File: src/rtl/cs_dec_pkg.sv
package cs_dec_pkg;
  localparam int unsigned CS_NUM = 4;
  localparam int unsigned PAGE_W = 8;

  typedef enum logic [1:0] {
    FLD_LOWER = 2'd0,
    FLD_UPPER = 2'd1,
    FLD_CTRL  = 2'd2,
    FLD_RSVD  = 2'd3
  } reg_field_e;

  typedef struct packed {
    logic [PAGE_W-1:0] lower;
    logic [PAGE_W-1:0] upper;
    logic              enable;
  } cs_window_t;
endpackage

File: src/rtl/cs_bound_regs.sv
module cs_bound_regs
  import cs_dec_pkg::*;
#(
  parameter int unsigned NUM_CS = CS_NUM,
  localparam int unsigned SEL_W = (NUM_CS > 1) ? $clog2(NUM_CS) : 1
) (
  input  logic                     clk,
  input  logic                     rst_n,
  input  logic                     we,
  input  logic [SEL_W-1:0]         sel,
  input  reg_field_e               field,
  input  logic [PAGE_W-1:0]        wdata,
  output cs_window_t [NUM_CS-1:0]  win
);

  for (genvar g = 0; g < NUM_CS; g++) begin : g_cs
    cs_window_t cur_q;
    cs_window_t nxt;
    logic       load;
    cs_window_t rst_val;

    assign rst_val.lower  = '0;
    assign rst_val.upper  = (g == 0) ? {PAGE_W{1'b1}} : '0;
    assign rst_val.enable = (g == 0);

    assign load = we && (sel == SEL_W'(g)) && (field != FLD_RSVD);

    always_comb begin
      nxt = cur_q;
      case (field)
        FLD_LOWER: nxt.lower  = wdata;
        FLD_UPPER: nxt.upper  = wdata;
        FLD_CTRL:  nxt.enable = wdata[0];
        default:   nxt        = cur_q;
      endcase
    end

    always_ff @(posedge clk or negedge rst_n) begin
      if (!rst_n) begin
        cur_q <= rst_val;
      end else if (load) begin
        cur_q <= nxt;
      end
    end

    assign win[g] = cur_q;

    AST_LOWER_LOAD: assert property (@(posedge clk) disable iff (!rst_n)
      (we && sel == SEL_W'(g) && field == FLD_LOWER) |=> (win[g].lower == $past(wdata)));
    AST_UPPER_LOAD: assert property (@(posedge clk) disable iff (!rst_n)
      (we && sel == SEL_W'(g) && field == FLD_UPPER) |=> (win[g].upper == $past(wdata)));
    AST_RSVD_IGNORED: assert property (@(posedge clk) disable iff (!rst_n)
      (we && sel == SEL_W'(g) && field == FLD_RSVD) |=> $stable(win[g]));
  end

endmodule

File: src/rtl/cs_window_match.sv
module cs_window_match
  import cs_dec_pkg::*;
#(
  parameter int unsigned NUM_CS = CS_NUM
) (
  input  logic [PAGE_W-1:0]        page,
  input  cs_window_t [NUM_CS-1:0]  win,
  output logic [NUM_CS-1:0]        hit
);

  for (genvar g = 0; g < NUM_CS; g++) begin : g_cmp
    logic above_lo;
    logic below_hi;
    always_comb begin
      above_lo = (page >= win[g].lower);
      below_hi = (page <= win[g].upper);
      hit[g]   = win[g].enable && above_lo && below_hi;
    end
  end

endmodule

File: src/rtl/cs_priority_select.sv
module cs_priority_select #(
  parameter int unsigned NUM_CS = 4
) (
  input  logic              allow,
  input  logic [NUM_CS-1:0] hit,
  output logic [NUM_CS-1:0] grant
);

  logic taken;

  always_comb begin
    grant = '0;
    taken = 1'b0;
    for (int i = 0; i < NUM_CS; i++) begin
      if (allow && hit[i] && !taken) begin
        grant[i] = 1'b1;
        taken    = 1'b1;
      end
    end
  end

endmodule

File: src/rtl/cs_window_decoder.sv
module cs_window_decoder
  import cs_dec_pkg::*;
#(
  parameter int unsigned NUM_CS = CS_NUM,
  parameter int unsigned ADDR_W = 24,
  localparam int unsigned SEL_W = (NUM_CS > 1) ? $clog2(NUM_CS) : 1,
  localparam int unsigned IDX_W = SEL_W + 2
) (
  input  logic              clk,
  input  logic              rst_n,
  input  logic [ADDR_W-1:0] addr,
  input  logic              mreq_n,
  input  logic              rd_n,
  input  logic              wr_n,
  input  logic              int_hit,
  input  logic              reg_we,
  input  logic [IDX_W-1:0]  reg_idx,
  input  logic [PAGE_W-1:0] reg_wdata,
  output logic [NUM_CS-1:0] cs_n
);

  logic rst_meta_q;
  logic rst_sync_q;

  always_ff @(posedge clk or negedge rst_n) begin
    if (!rst_n) begin
      rst_meta_q <= 1'b0;
      rst_sync_q <= 1'b0;
    end else begin
      rst_meta_q <= 1'b1;
      rst_sync_q <= rst_meta_q;
    end
  end

  cs_window_t [NUM_CS-1:0] win;
  logic [NUM_CS-1:0]       hit;
  logic [NUM_CS-1:0]       grant;
  logic [PAGE_W-1:0]       page;
  logic                    access;
  logic                    allow;
  reg_field_e              field;

  assign field  = reg_field_e'(reg_idx[IDX_W-1 -: 2]);
  assign page   = addr[ADDR_W-1 -: PAGE_W];
  assign access = !mreq_n && (!rd_n || !wr_n);
  assign allow  = access && !int_hit;

  cs_bound_regs #(.NUM_CS(NUM_CS)) u_regs (
    .clk   (clk),
    .rst_n (rst_sync_q),
    .we    (reg_we),
    .sel   (reg_idx[SEL_W-1:0]),
    .field (field),
    .wdata (reg_wdata),
    .win   (win)
  );

  cs_window_match #(.NUM_CS(NUM_CS)) u_match (
    .page (page),
    .win  (win),
    .hit  (hit)
  );

  cs_priority_select #(.NUM_CS(NUM_CS)) u_prio (
    .allow (allow),
    .hit   (hit),
    .grant (grant)
  );

  assign cs_n = ~grant;

  AST_AT_MOST_ONE: assert property (@(posedge clk) disable iff (!rst_sync_q)
    $onehot0(~cs_n));
  AST_INTERNAL_WINS: assert property (@(posedge clk) disable iff (!rst_sync_q)
    int_hit |-> (&cs_n));
  AST_IDLE_QUIET: assert property (@(posedge clk) disable iff (!rst_sync_q)
    (mreq_n || (rd_n && wr_n)) |-> (&cs_n));

  for (genvar g = 0; g < NUM_CS; g++) begin : g_chk
    AST_SEL_IN_WINDOW: assert property (@(posedge clk) disable iff (!rst_sync_q)
      !cs_n[g] |-> (win[g].lower <= page && page <= win[g].upper));
    AST_EMPTY_NEVER: assert property (@(posedge clk) disable iff (!rst_sync_q)
      (win[g].lower > win[g].upper) |-> cs_n[g]);
    AST_DISABLED_QUIET: assert property (@(posedge clk) disable iff (!rst_sync_q)
      !win[g].enable |-> cs_n[g]);
    AST_LOWER_FIRST: assert property (@(posedge clk) disable iff (!rst_sync_q)
      !cs_n[g] |-> ((hit & NUM_CS'((1 << g) - 1)) == '0));
  end

endmodule

File: config.mk
export PLATFORM = sky130hd
export DESIGN_NAME = cs_window_decoder
export DESIGN_NICKNAME = d
export VERILOG_FILES = /design/src/rtl/cs_dec_pkg.sv /design/src/rtl/cs_bound_regs.sv /design/src/rtl/cs_window_match.sv /design/src/rtl/cs_priority_select.sv /design/src/rtl/cs_window_decoder.sv
export SDC_FILE = /design/constraint.sdc
export NUM_CORES = 1
export LEC_CHECK = 0
export CAP_MARGIN = 20
export CORE_MARGIN = 2
export CORE_UTILIZATION = 61
export DETAILED_ROUTE_END_ITERATION = 6
export DONT_BUFFER_PORTS = 1
export GPL_TIMING_DRIVEN = 0
export PLACE_DENSITY = 0.81
export SLEW_MARGIN = 20
export SYNTH_ARGS = -nofsm -noshare
export SYNTH_HDL_FRONTEND = slang
export SYNTH_SLANG_ARGS = --single-unit
export TNS_END_PERCENT = 30
File: constraint.sdc
create_clock -name clk -period 3.8 [get_ports clk]
set_clock_uncertainty 0.2 [all_clocks]
set_input_delay 0 -clock clk [delete_from_list [all_inputs] [get_ports clk]]
set_output_delay 0 -clock clk [all_outputs]
set_load 0.05 [all_outputs]
======== Yosys cells after proc, flatten, opt, wreduce, memory -nomap -nowiden ========
Cells that the tools add are included.
storage, ports and cells
  flip-flop bits (word level) ............. 70
  input bits .............................. 43
  output and inout bits ................... 4
  logic and storage cells ................. 82
operators by class
  $lt $le $gt $ge ......................... 8
  eq/ne operators ......................... 6
  muxes and demuxes ....................... 6
  bitwise operators ....................... 1
  reductions and logical operators ........ 47
operators with widths
  operator              number
  $ge A8 B8 Y1          4
  $le A8 B8 Y1          4
  $logic_and A1 B1 Y1   25
  $reduce_and A2 Y1     12
  $logic_not A1 Y1      7
  $eq A2 B2 Y1 const B  3
  $mux W1               6
  $eq A2 B1 Y1 const B  2
  $logic_not A2 Y1      2
  $not A4 Y4            1
  $ne A2 B2 Y1 const B  1
  $logic_or A1 B1 Y1    1

======== Longest topological paths before layout ========
  depth after elaboration ................. 16
  mapped depth ............................ 8
  gate-level depth less buffers ........... 8

======== Modules after synthesis ========
From an unflattened synthesis, not the netlist that was laid out.
second synthesis, totals
  cells, all modules ...................... 381
  area, all modules ....................... 4405.5 µm²
by module, submodules not included
  module              times used  cells each  area each (µm²)  seq. area each (µm²)
  cs_bound_regs       1           159         2647.5           1712.9
  cs_window_match     1           208         1611.5           0.0
  cs_window_decoder   1           8           81.3             50.0
  cs_priority_select  1           6           65.1             0.0

======== Worst setup path before layout ========
OpenSTA, ideal clock, no wires.
  path type ............................... register to output
  from .................................... reg u_regs.g_cs[0].cur_q, in the netlist u_regs.win[2]
  to ...................................... out cs_n[1]
  arrival time ............................ 2.277 ns
  required time ........................... 3.600 ns
  slack ................................... 1.323 ns
  stages on the path, launching flop included .. 8
  buffers on the path ..................... 0
  path through ............................ dfstp_2 inv_1 ha_1 nor2b_1 o211ai_1 a211oi_1 or4_4 nand4_1
between the ends
  word-level cells in the longest chain between the ends .. 8
ends and longest elaborated chain
  what                    line                      text
  from (decl)             cs_bound_regs.sv:17       cs_window_t cur_q;
  from (signal assigned)  cs_bound_regs.sv:40       cur_q <= rst_val;
  from (signal assigned)  cs_bound_regs.sv:42       cur_q <= nxt;
  $le A8 B8 Y1            cs_window_match.sv:16     below_hi = (page <= win[g].upper);
  $logic_and A1 B1 Y1     cs_window_match.sv:17     hit[g] = win[g].enable && above_lo && below_hi;
  $logic_and A1 B1 Y1     cs_priority_select.sv:15  if (allow && hit[i] && !taken) begin
  $mux W1                 cs_priority_select.sv:15
  $logic_not A1 Y1        cs_priority_select.sv:15
  $logic_and A1 B1 Y1     cs_priority_select.sv:15
  $mux W1                 cs_priority_select.sv:15
  $not A4 Y4              cs_window_decoder.sv:70   assign cs_n = ~grant;
  to (decl)               cs_window_decoder.sv:19   output logic [NUM_CS-1:0] cs_n
No other way between the ends.

======== Worst setup path after layout ========
Ends and elaborated chain as after synthesis.

==> metrics.md <==
| Metric | Value |
|---|---|
| R2r endpoint | u_regs.win[34]$_DFFE_PN0P_ |
| Peak VDD IR | 0.2078 mV |
| Total GRT Usage | 27.91% |
| Synthesized area per cell | 10.42 um2 |
| PnR Total Power | 0.002224 W |
| Area Growth Syn to Fin | 12.99% |
| Initial Util | 62.50% |
| Top layer in use | met4 |
| FF-to-FF setup slack | 2.78 ns |
| DIE AREA | 0.007563 mm2 |
| Max Cap Viol | 0 |
| Min Hold Slack | 0.02861 ns |
| GRT Residual Overflow | 0 |
| CP Data Arrival Time | 2.75 ns |
| Ys async rst share | 100.0% |
| Final GP Congestion | 0.8863 |
| Endpoint class of the critical path | primary output |
| Leak Pwr | 2.234 nW |
| Pwr per Cell Area | 468.8 mW/mm2 |
| Met3 wire len | 513 um |
| Critical path launch point type | flop |
| WL met2 | 4.930 mm |
| Yosys cell types | 36 |
| Worst slew pin tran | 0.6952 ns |
| Worst reg2reg path startpoint | u_regs.win[34]$_DFFE_PN0P_ |
| Hold path endpoint | u_regs.win[0]$_DFFE_PN1P_ |
| Largest net degree at the start of global routing | 37 |
| Post-synth top flop | dfrtp_1 |
| Worst-path maximum fanout | 2 |
| Final count of pins violating max slew | 0 |
| TritonCTS Buffers | 9 |
| First-pass GRT wire length | 15.55 mm |
| Post-CTS Repair Setup Buffers | 0 |
| Ant. Diodes | 0 |
| Most common cell after layout, fill and taps aside | ha_1 |
| Antenna violations before repair | 0 |
| Slew HR | 53.71% |
| Via Count | 3,107 |
| Final Util | 70.61% |
| DPL Wire Length | 6.663 mm |
| Hold Path Origin | reg_wdata[0] |
| WHS Path Cells | 2 |
| Port bufs | 0 |
| Worst min path class | in2reg |
| EDFF count, synth | 0 |
| Commonest non-fill, non-tap cells in the layout | ha_1 (64), dfrtp_1 (60), inv_1 (59) |
| Metal1 wirelength | 4.151 mm |
| DR vias/cell | 5.941 |
| Crit Path Class | reg2out |
| Synth Instances | 403 |
| Core Footprint | 0.006719 mm2 |
| H-tree levels | 3 |
| Chip height | 86.97 um |
| Total routed wirelength | 9.907 mm |
| # fillers | 467 |
| Final setup violation count | 0 |
| DP Worst Slack | 1.229 ns |
| Fin. Hold Viols | 0 |
| Clock Sinks | 70 |
| Final ANT Viol Nets | 0 |
| Reg clk slew, reported paths | 0.07 ns |
| TNS Setup | 0 ns |
| Unrepaired setup endpoints after global routing | false |
| Worst setup margin | 0.8523 ns |
| Nets | 545 |
| Synthesized flop and latch total | 70 |
| CTS Buffer Depth | 2 |
| Sequential cell area fraction in the yosys report | 41.98% |
| # IOs | 47 |
| Drt pass-1 iters | 4 |
| Number of global-route vias before repair | 3,184 |
| Period minus WS final | 2.948 ns |
| YS warnings | 0 |
| Post-Syn Area | 0.004199 mm2 |
| Req. time, crit path | 3.60 ns |
| CTS tree | done |
| Number of DRC markers in iteration 0 | 210 |
| R2r worst-path depth | 1 |
| Fin crit share | 77.57% |
| Worst-Skew Late Latency | 0.34 ns |
| Avg WL per Cell | 18.94 um |
| Die X | 86.97 um |
| Clk root buf | clkbuf_8 |
| Syn Nets | 510 |
| Layout cells sized above 1 | 18.28% |
| Row count | 30 |
| Max frequency | 0.3392 GHz |
| Outcome | finished clean |
| DRC viols | 0 |
## routing by layer
layer  vias up  GRT usage [%]
met5         -              0
met4         0          15.06
met3        24          3.697
met2       102          46.63
met1      1510          35.01
li1       1471              -
## metrics by stage
stage | cells | cell area [um2]
2_1_floorplan | 403 | 4199
3_3_place_gp | 483 | 4299
3_5_place_dp | 484 | 4329
4_1_cts | 523 | 4745
5_1_grt | 523 | 4745
6_report | 523 | 4745
## layout make-up
class                   count  area [um2]  area share, %
inverters                  59       221.5          4.668
well taps                  80       100.1          2.110
plain buffers               8       35.03         0.7384
flip-flops and latches     70        1767          37.24
clock inverters             4       20.02         0.4219
clock buffers              12       165.2          3.481
multi-input cells         266        2186          46.07
repair buffers             24       250.2          5.274
## registers in the layout, summed over array words and instances (netlist names)
| name | flops |
|---|---|
| u_regs.win | 68 |
| rst_sync_q | 1 |
| rst_meta_q | 1 |
## cell usage after synthesis, types with 2 or more instances
| library cell | instances | area share (%) |
|---|---|---|
| a211oi_1 | 4 | 0.72 |
| a21o_1 | 5 | 0.89 |
| a21oi_1 | 21 | 2.5 |
| buf_2 | 4 | 0.48 |
| clkbuf_1 | 4 | 0.36 |
| dfrtp_1 | 61 | 36 |
| dfstp_2 | 9 | 5.6 |
| ha_1 | 64 | 19 |
| inv_1 | 59 | 5.3 |
| mux2_2 | 47 | 13 |
| nand2_1 | 29 | 2.6 |
| nand2b_1 | 6 | 0.89 |
| nand3_1 | 7 | 0.83 |
| nand3b_1 | 2 | 0.36 |
| nand4_1 | 9 | 1.3 |
| nor2_1 | 14 | 1.3 |
| nor2b_1 | 4 | 0.60 |
| nor3b_1 | 2 | 0.36 |
| o2111ai_1 | 2 | 0.42 |
| o211ai_1 | 3 | 0.54 |
| o21a_1 | 2 | 0.36 |
| o21ai_0 | 28 | 3.3 |
| o22a_1 | 2 | 0.42 |
| or3_1 | 3 | 0.45 |
## worst max-delay path: stages (launching register included)
cell,delay [ns]
dfstp_2,0.54
inv_1,0.04
ha_1,0.29
nor2b_1,0.14
o211ai_1,0.15
a211oi_1,0.12
or4_4,0.65
nand4_1,0.49
## worst max-delay path by stage
stage / start / endpoint / slack [ns] / cells past startpoint
floorplan: u_regs.win[2]$_DFFE_PN1P_ / cs_n[1] / 1.32 / 7
global placement: rst_sync_q$_DFF_PN0_ / u_regs.win[57]$_DFFE_PN0P_ / 0.73 / 0
global route: u_regs.win[2]$_DFFE_PN1P_ / cs_n[1] / 0.75 / 7
finish: u_regs.win[2]$_DFFE_PN1P_ / cs_n[1] / 0.85 / 7
CTS: u_regs.win[2]$_DFFE_PN1P_ / cs_n[1] / 0.84 / 7
detailed placement: u_regs.win[2]$_DFFE_PN1P_ / cs_n[1] / 1.23 / 7
## report_power, final
| group | total (W) | switching [W] | internal [W] |
|---|---|---|---|
| Sequential | 0.00101 | 0.0000826 | 0.000931 |
| Combinational | 0.000648 | 0.000334 | 0.000314 |
| Clock | 0.000563 | 0.000277 | 0.000286 |
## logic make-up (layout without fill, tap and decap cells)
family | count (synthesis) | after routing | synth area share, %
adder cells (fa/ha/maj) | 64 | 64 | 19.07
other | 1 | 1 | 0.08931
flip-flops | 70 | 70 | 41.98
multiplexers | 47 | 47 | 12.60
AND/OR/NAND/NOR | 79 | 79 | 9.207
AO/OA/AOI/OAI | 75 | 75 | 10.94
buffers and inverters | 67 | 107 | 6.108
## repair_timing
item                                    CTS  global route
endpoints found under the setup margin    0             0
hold endpoints to repair                 68             0
gates resized for setup                   0             0
hold buffers                             23             0
Note: power is estimated with default switching activity, not from simulation.
